--- config.mk ---
export PLATFORM = sky130hd
export DESIGN_NAME = tx_start_seq
export DESIGN_NICKNAME = d
export VERILOG_FILES = /design/src/rtl/tx_seq_pkg.sv /design/src/rtl/tx_sync_gen.sv /design/src/rtl/tx_ready_cmp.sv /design/src/rtl/tx_seq_fsm.sv /design/src/rtl/tx_start_seq.sv
export SDC_FILE = /design/constraint.sdc
export NUM_CORES = 1
export LEC_CHECK = 0
export ABC_AREA = 1
export ABC_CLOCK_PERIOD_IN_PS = 4600
export CAP_MARGIN = 20
export CORE_MARGIN = 5
export CORE_UTILIZATION = 57
export CTS_BUF_LIST = sky130_fd_sc_hd__clkbuf_4
export DETAILED_ROUTE_END_ITERATION = 10
export GPL_ROUTABILITY_DRIVEN = 1
export GPL_TIMING_DRIVEN = 1
export PLACE_DENSITY = 0.95
export RECOVER_POWER = 100
export SYNTH_ARGS = -nofsm -noshare
export SYNTH_HDL_FRONTEND = slang
export SYNTH_HIERARCHICAL = 1
export SYNTH_SLANG_ARGS = --single-unit
export TNS_END_PERCENT = 20
--- constraint.sdc ---
create_clock -name clk -period 4.6 [get_ports clk]
set_clock_uncertainty 0.15 [all_clocks]
set_input_delay 1.15 -clock clk [delete_from_list [all_inputs] [get_ports clk]]
set_output_delay 1.15 -clock clk [all_outputs]
set_load 0.005 [all_outputs]
--- src/rtl/tx_seq_pkg.sv ---
package tx_seq_pkg;
  typedef enum logic [1:0] {
    ST_IDLE = 2'd0,
    ST_WAIT = 2'd1,
    ST_SEND = 2'd2,
    ST_DONE = 2'd3
  } tx_state_e;
endpackage

--- src/rtl/tx_sync_gen.sv ---
module tx_sync_gen #(
  parameter int PER_W = 12
) (
  input  logic             clk,
  input  logic             rst_n,
  input  logic [PER_W-1:0] period,
  output logic             pulse
);
  logic [PER_W-1:0] cnt_q, cnt_d;
  logic             pulse_q, pulse_d;

  always_comb begin
    if (period == '0) begin
      cnt_d   = '0;
      pulse_d = 1'b0;
    end else if (cnt_q == '0) begin
      cnt_d   = PER_W'(period - 1'b1);
      pulse_d = 1'b1;
    end else begin
      cnt_d   = PER_W'(cnt_q - 1'b1);
      pulse_d = 1'b0;
    end
  end

  always_ff @(posedge clk or negedge rst_n) begin
    if (!rst_n) begin
      cnt_q   <= '0;
      pulse_q <= 1'b0;
    end else begin
      cnt_q   <= cnt_d;
      pulse_q <= pulse_d;
    end
  end

  assign pulse = pulse_q;
endmodule

--- src/rtl/tx_ready_cmp.sv ---
module tx_ready_cmp #(
  parameter int LVL_W = 6
) (
  input  logic [LVL_W-1:0] level,
  input  logic [LVL_W-1:0] thresh,
  output logic             ready,
  output logic             nonempty
);
  assign ready    = (level >= thresh);
  assign nonempty = (level != '0);
endmodule

--- src/rtl/tx_seq_fsm.sv ---
module tx_seq_fsm
  import tx_seq_pkg::*;
#(
  parameter int CNT_W = 8
) (
  input  logic             clk,
  input  logic             rst_n,
  input  logic             clr,
  input  logic             start_en,
  input  logic             ready,
  input  logic             sync,
  input  logic             nonempty,
  input  logic [CNT_W-1:0] words,
  output logic             active,
  output logic             rd,
  output logic             done
);
  tx_state_e        st_q, st_d;
  logic [CNT_W-1:0] rem_q, rem_d;
  logic             rem_en, load;

  assign active = (st_q == ST_SEND);
  assign rd     = active && nonempty;
  assign done   = (st_q == ST_DONE);
  assign load   = (st_q == ST_WAIT) && start_en && ready && sync;

  always_comb begin
    st_d = st_q;
    unique case (st_q)
      ST_IDLE: if (start_en) st_d = ST_WAIT;
      ST_WAIT: begin
        if (!start_en)  st_d = ST_IDLE;
        else if (load)  st_d = (words == '0) ? ST_DONE : ST_SEND;
      end
      ST_SEND: if (rd && rem_q == CNT_W'(1)) st_d = ST_DONE;
      ST_DONE: st_d = start_en ? ST_WAIT : ST_IDLE;
      default: st_d = ST_IDLE;
    endcase
    if (clr) st_d = ST_IDLE;
  end

  always_comb begin
    rem_en = load || rd;
    rem_d  = load ? words : CNT_W'(rem_q - 1'b1);
  end

  always_ff @(posedge clk or negedge rst_n) begin
    if (!rst_n) st_q <= ST_IDLE;
    else        st_q <= st_d;
  end

  always_ff @(posedge clk or negedge rst_n) begin
    if (!rst_n)      rem_q <= '0;
    else if (rem_en) rem_q <= rem_d;
  end
endmodule

--- src/rtl/tx_start_seq.sv ---
module tx_start_seq #(
  parameter int LVL_W = 6,
  parameter int PER_W = 12,
  parameter int CNT_W = 8
) (
  input  logic             clk,
  input  logic             rst_n,
  input  logic             seq_clr,
  input  logic             start_en,
  input  logic [LVL_W-1:0] fifo_level,
  input  logic [LVL_W-1:0] ready_thresh,
  input  logic [PER_W-1:0] sync_period,
  input  logic [CNT_W-1:0] frame_words,
  output logic             frame_active,
  output logic             word_rd,
  output logic             frame_done,
  output logic             sync_pulse
);
  logic data_ready, fifo_nonempty;

  tx_sync_gen #(.PER_W(PER_W)) u_sync (
    .clk    (clk),
    .rst_n  (rst_n),
    .period (sync_period),
    .pulse  (sync_pulse)
  );

  tx_ready_cmp #(.LVL_W(LVL_W)) u_rdy (
    .level    (fifo_level),
    .thresh   (ready_thresh),
    .ready    (data_ready),
    .nonempty (fifo_nonempty)
  );

  tx_seq_fsm #(.CNT_W(CNT_W)) u_fsm (
    .clk      (clk),
    .rst_n    (rst_n),
    .clr      (seq_clr),
    .start_en (start_en),
    .ready    (data_ready),
    .sync     (sync_pulse),
    .nonempty (fifo_nonempty),
    .words    (frame_words),
    .active   (frame_active),
    .rd       (word_rd),
    .done     (frame_done)
  );
endmodule

Word-level counts from Yosys, hierarchy flattened
Cells that the tools add are included.
Storage, ports and cells
  latch bits: 0
  flip-flop bits (word level): 23
  memories: 0
  bits of input ports: 36
  bits in writable memories: 0
  memory bits (read-only): 0
Cells by class
  equal/unequal tests: 7
  divide/modulo/power cells: 0
  shift operators: 0
  add/sub/neg operators: 3
  multiply operators: 0
  bitwise logic cells: 0
  reduce and logical (&&, ||, !) cells: 12
  muxes and demuxes: 13
  order comparisons: 1
Operator list (number)
  12-bit zero test: 2
  12-bit two-way mux: 2
  12-bit by 1-bit subtractor with 12-bit output, second input constant: 2
  2-bit two-way mux: 5
  8-bit by 1-bit equality test with 1-bit output, second input constant: 1
  8-bit zero test: 1
  8-bit two-way mux: 1
  2-bit one-hot mux with 4 select lines: 1
  8-bit by 1-bit subtractor with 8-bit output, second input constant: 1
  6-bit >= comparator: 1
  3-bit inequality test, second input constant: 2
  6-bit nonzero test: 1
  1-bit logical AND: 5
  2-bit equality test, second input constant: 2
  1-bit two-way mux: 4
  4-bit by 3-bit inequality test with 1-bit output, second input constant: 1
  3-bit AND reduction: 1
  2-bit by 1-bit equality test with 1-bit output, second input constant: 1
  2-bit zero test: 1
  1-bit logical OR: 1

Longest topological paths before layout
  word-level depth: 8
  mapped depth: 15
  gate-level depth less buffers: 14

Modules after synthesis
Netlist, hierarchy kept.
By module, submodules not included
  tx_sync_gen: cells an instance 132, area an instance 914.6 um2, instances 1
  tx_seq_fsm: cells an instance 112, area an instance 769.5 um2, instances 1
  tx_ready_cmp: cells an instance 34, area an instance 186.4 um2, instances 1

Worst setup path before layout
No wires, ideal clock.
  kind: input-to-output
  from: input fifo_level[3]
  to: output word_rd
  data arrival time: 1.514 ns
  path slack: 1.786 ns
  cell stages on the path: 4
  buffers on the path: 0
  path through: nor2_1 -> nand3_1 -> inv_1 -> nor2_8
On the way
  word-level cells in the longest chain between the ends: 2
Ends and longest elaborated chain
  from (decl): line tx_start_seq.sv:10  | input logic [LVL_W-1:0] fifo_level,
  6-bit nonzero test: line tx_ready_cmp.sv:10  | assign nonempty = (level != '0);
  via fifo_nonempty: line tx_start_seq.sv:19  | logic data_ready, fifo_nonempty;
  1-bit logical AND: line tx_seq_fsm.sv:23  | assign rd = active && nonempty;
  to (decl): line tx_start_seq.sv:15  | output logic word_rd,
The timed path passes the listed nets, and every way through them passes these cells.

Final worst setup path
  from: input fifo_level[0]
  to: output word_rd
Same word-level chain as after synthesis.

==> impl_metrics.json <==
{
  "status": "finished clean",
  "clk_latency_ns": 0.31,
  "cts.path.max_buffers": 2,
  "p_sw_uw": 402,
  "rsz0062_at_grt": "false",
  "min_period_ns": 3.93,
  "fin_area_um2": 2290,
  "gr-usage-all-layers_pct": 21.6,
  "arrival_ns": 2.63,
  "min_from": "u_fsm/rem_q[5]",
  "seq_area_frac_synth_pct": 30.8,
  "routed_via_density": 5.20,
  "fin_cells": 364,
  "grt_max_degree": 24,
  "yosys_warnings": 6,
  "clock_power_share_pct": 10.5,
  "final.setup.tns_ns": 0,
  "layout_commonest_cell": "nand2_1",
  "postSynthAreaPerCell_um2": 6.73,
  "pwr-share-seq_pct": 36.4,
  "finalMaxSlewViolations": 0,
  "p_comb_share_pct": 53.2,
  "critPathKind": "in2out",
  "critPathMaxFanout": 10,
  "gp_congestion": 0.922,
  "wirelength_um": 4470,
  "netlist_area_um2": 1870,
  "cts_resized": 0,
  "start_util_pct": 60.3,
  "cts_tree": "yes",
  "cts_root_buffer": "clkbuf_4",
  "ir_worst_vdd_mv": 0.208,
  "p_int_uw": 495,
  "r2r-start": "u_sync/cnt_q[10]",
  "ys_ff_latch": 23,
  "place_inst": 359,
  "ctsHtreeMaxLevel": 1,
  "cp.required_ns": 3.30,
  "setup-violations-final": 0,
  "maxSlewHeadroom_pct": 38.4,
  "tightest_slew_ns": 0.923,
  "pwr_density_cell_nw_per_um2": 391,
  "yosysUniqueCellTypes": 29,
  "core-area_um2": 3100,
  "die_x_um": 67.3,
  "layout.nets": 366,
  "layout-drive-gt1-share_pct": 8.44,
  "antenna_found_initial": 0,
  "design.die.area_um2": 4530,
  "route.detailed.drc": 0,
  "die-height_um": 67.3,
  "dp.final_hpwl_um": 3640,
  "postRouteAntennaNets": 0,
  "grt_pass1_vias": 1935,
  "holdWs_ns": 0.386,
  "ys_top_cells_by_area": "dfrtp_1 31%, nand2_1 15%, inv_1 8.4%",
  "cp_cell_sequence": "dlygate4sd3_1, nor2_1, nand3_1, inv_1, nor2_8, clkdlybuf4s50_1",
  "numCtsBuffers": 3,
  "dr.first_iter.drc_count": 147,
  "cp-start-kind": "input pin",
  "cp-end-kind": "output pin",
  "syn_inst": 278,
  "dr_total_vias": 1894,
  "synth_nets": 323,
  "cts_setup_buffers": 0,
  "placed_area_um2": 2300,
  "max_stage_delay_ns": 0.55,
  "wl_per_cell_um": 12.3,
  "diodes": 0,
  "layout_setup_ws_ns": 0.674,
  "postCtsHoldBufs": 0,
  "report.final.hold_viol_count": 0,
  "first_pass_iters": 4,
  "grt_pass1_wl_um": 7650,
  "final_cell_mix": "78 x nand2_1, 45 x nor2_1, 44 x inv_1",
  "startpoint": "fifo_level[0]",
  "max_cap_violations": 0,
  "overflow": 0,
  "rows": 20,
  "io_buffers": 39,
  "synth_top_area_share_pct": 30.8,
  "preCtsSetupSlack_ns": 0.679,
  "final.period_utilization_pct": 85.3,
  "swShare_pct": 44.8,
  "n_fill_cell": 276,
  "clock-sinks": 23,
  "clkTransAtPathRegs_ns": 0.13,
  "area_growth_syn_to_layout_pct": 22.7,
  "hold_path.class": "reg2reg",
  "leakage_uw": 0.00115,
  "max_freq_mhz": 255,
  "yosysTopAreaCell": "dfrtp_1",
  "io_pins": 40,
  "crit_path_top_delay_cell": "dlygate4sd3_1"
}
[worst paths after layout]
check	to	slack [ns]	cells past startpoint
min in group asynchronous	u_fsm/rem_q[7]	1.01	1
setup / recovery	word_rd	0.67	6
hold / removal	u_fsm/rem_q[5]	0.39	2
hold reg to reg	u_fsm/rem_q[5]	0.39	2
setup reg to reg	u_sync/cnt_q[8]	2.25	14
max in group asynchronous	u_fsm/rem_q[1]	2.14	2
[layout make-up]
class | count | area (um^2) | share of cell area (%)
multi-input cells | 206 | 1070 | 46.5
flip-flops and latches | 23 | 576 | 25.1
repair buffers | 40 | 394 | 17.2
inverters | 47 | 176 | 7.69
well taps | 44 | 55.1 | 2.40
clock buffers | 3 | 22.5 | 0.981
clock inverters | 1 | 5.00 | 0.218
[per-layer routing]
layer | track usage, % | vias up | routed length [um]
met3 | 4.16 | 9 | 279
met5 | 0 | - | 0
li1 | - | 951 | -
met2 | 41.8 | 65 | 2350
met1 | 23.3 | 869 | 1780
met4 | 6.84 | 0 | 53
[sequential cells by signal, indices dropped and copies added, names as in the netlist]
| register | cells |
|---|---|
| u_fsm/rem_q | 8 |
| u_fsm/st_q | 2 |
| u_sync/cnt_q | 12 |
| u_sync/pulse | 1 |
[cell families (layout without fill, tap and decap cells)]
| group | Yosys count | count (layout) | share of synthesized area (%) |
|---|---|---|---|
| fa+ha+maj | 9 | 9 | 6.02 |
| simple gates | 174 | 174 | 44.2 |
| flops | 23 | 23 | 30.8 |
| compound gates | 19 | 19 | 6.69 |
| buf+inv | 49 | 91 | 10.4 |
| xor+xnor | 4 | 4 | 1.87 |
[worst max-delay path: cells and delay by family]
family,cells,cell delay (ns)
buffers and inverters,3,1.18
and+or+nand+nor,3,0.31
[per-stage QoR]
stage	power [uW]	utilization, %
after CTS	908	74.9
after global placement	782	74.0
after global routing	985	74.0
final	897	74.0
after floorplan	673	-
after detailed placement	813	74.0
[synth_stat cells, drive strengths merged]
library cell   n
buf            2
a31oi          1
o21ai          7
nor4           3
ha             9
and2           1
inv           47
nand4          1
nor3           2
dfrtp         23
xnor2          2
nand3         33
nor2          51
o21bai         1
a21oi          8
nand2         83
o211ai         2
xor2           2
[power by group through the flow]
stage / clock network [uW] / logic [uW] / registers, uW
final: 93.9 / 477 / 326
after global routing: 110 / 539 / 336
after CTS: 97.3 / 485 / 326
after detailed placement: 0 / 483 / 330
after global placement: 0 / 456 / 326
after floorplan: 0 / 354 / 318
No activity file was read; power rests on OpenSTA's default activity.
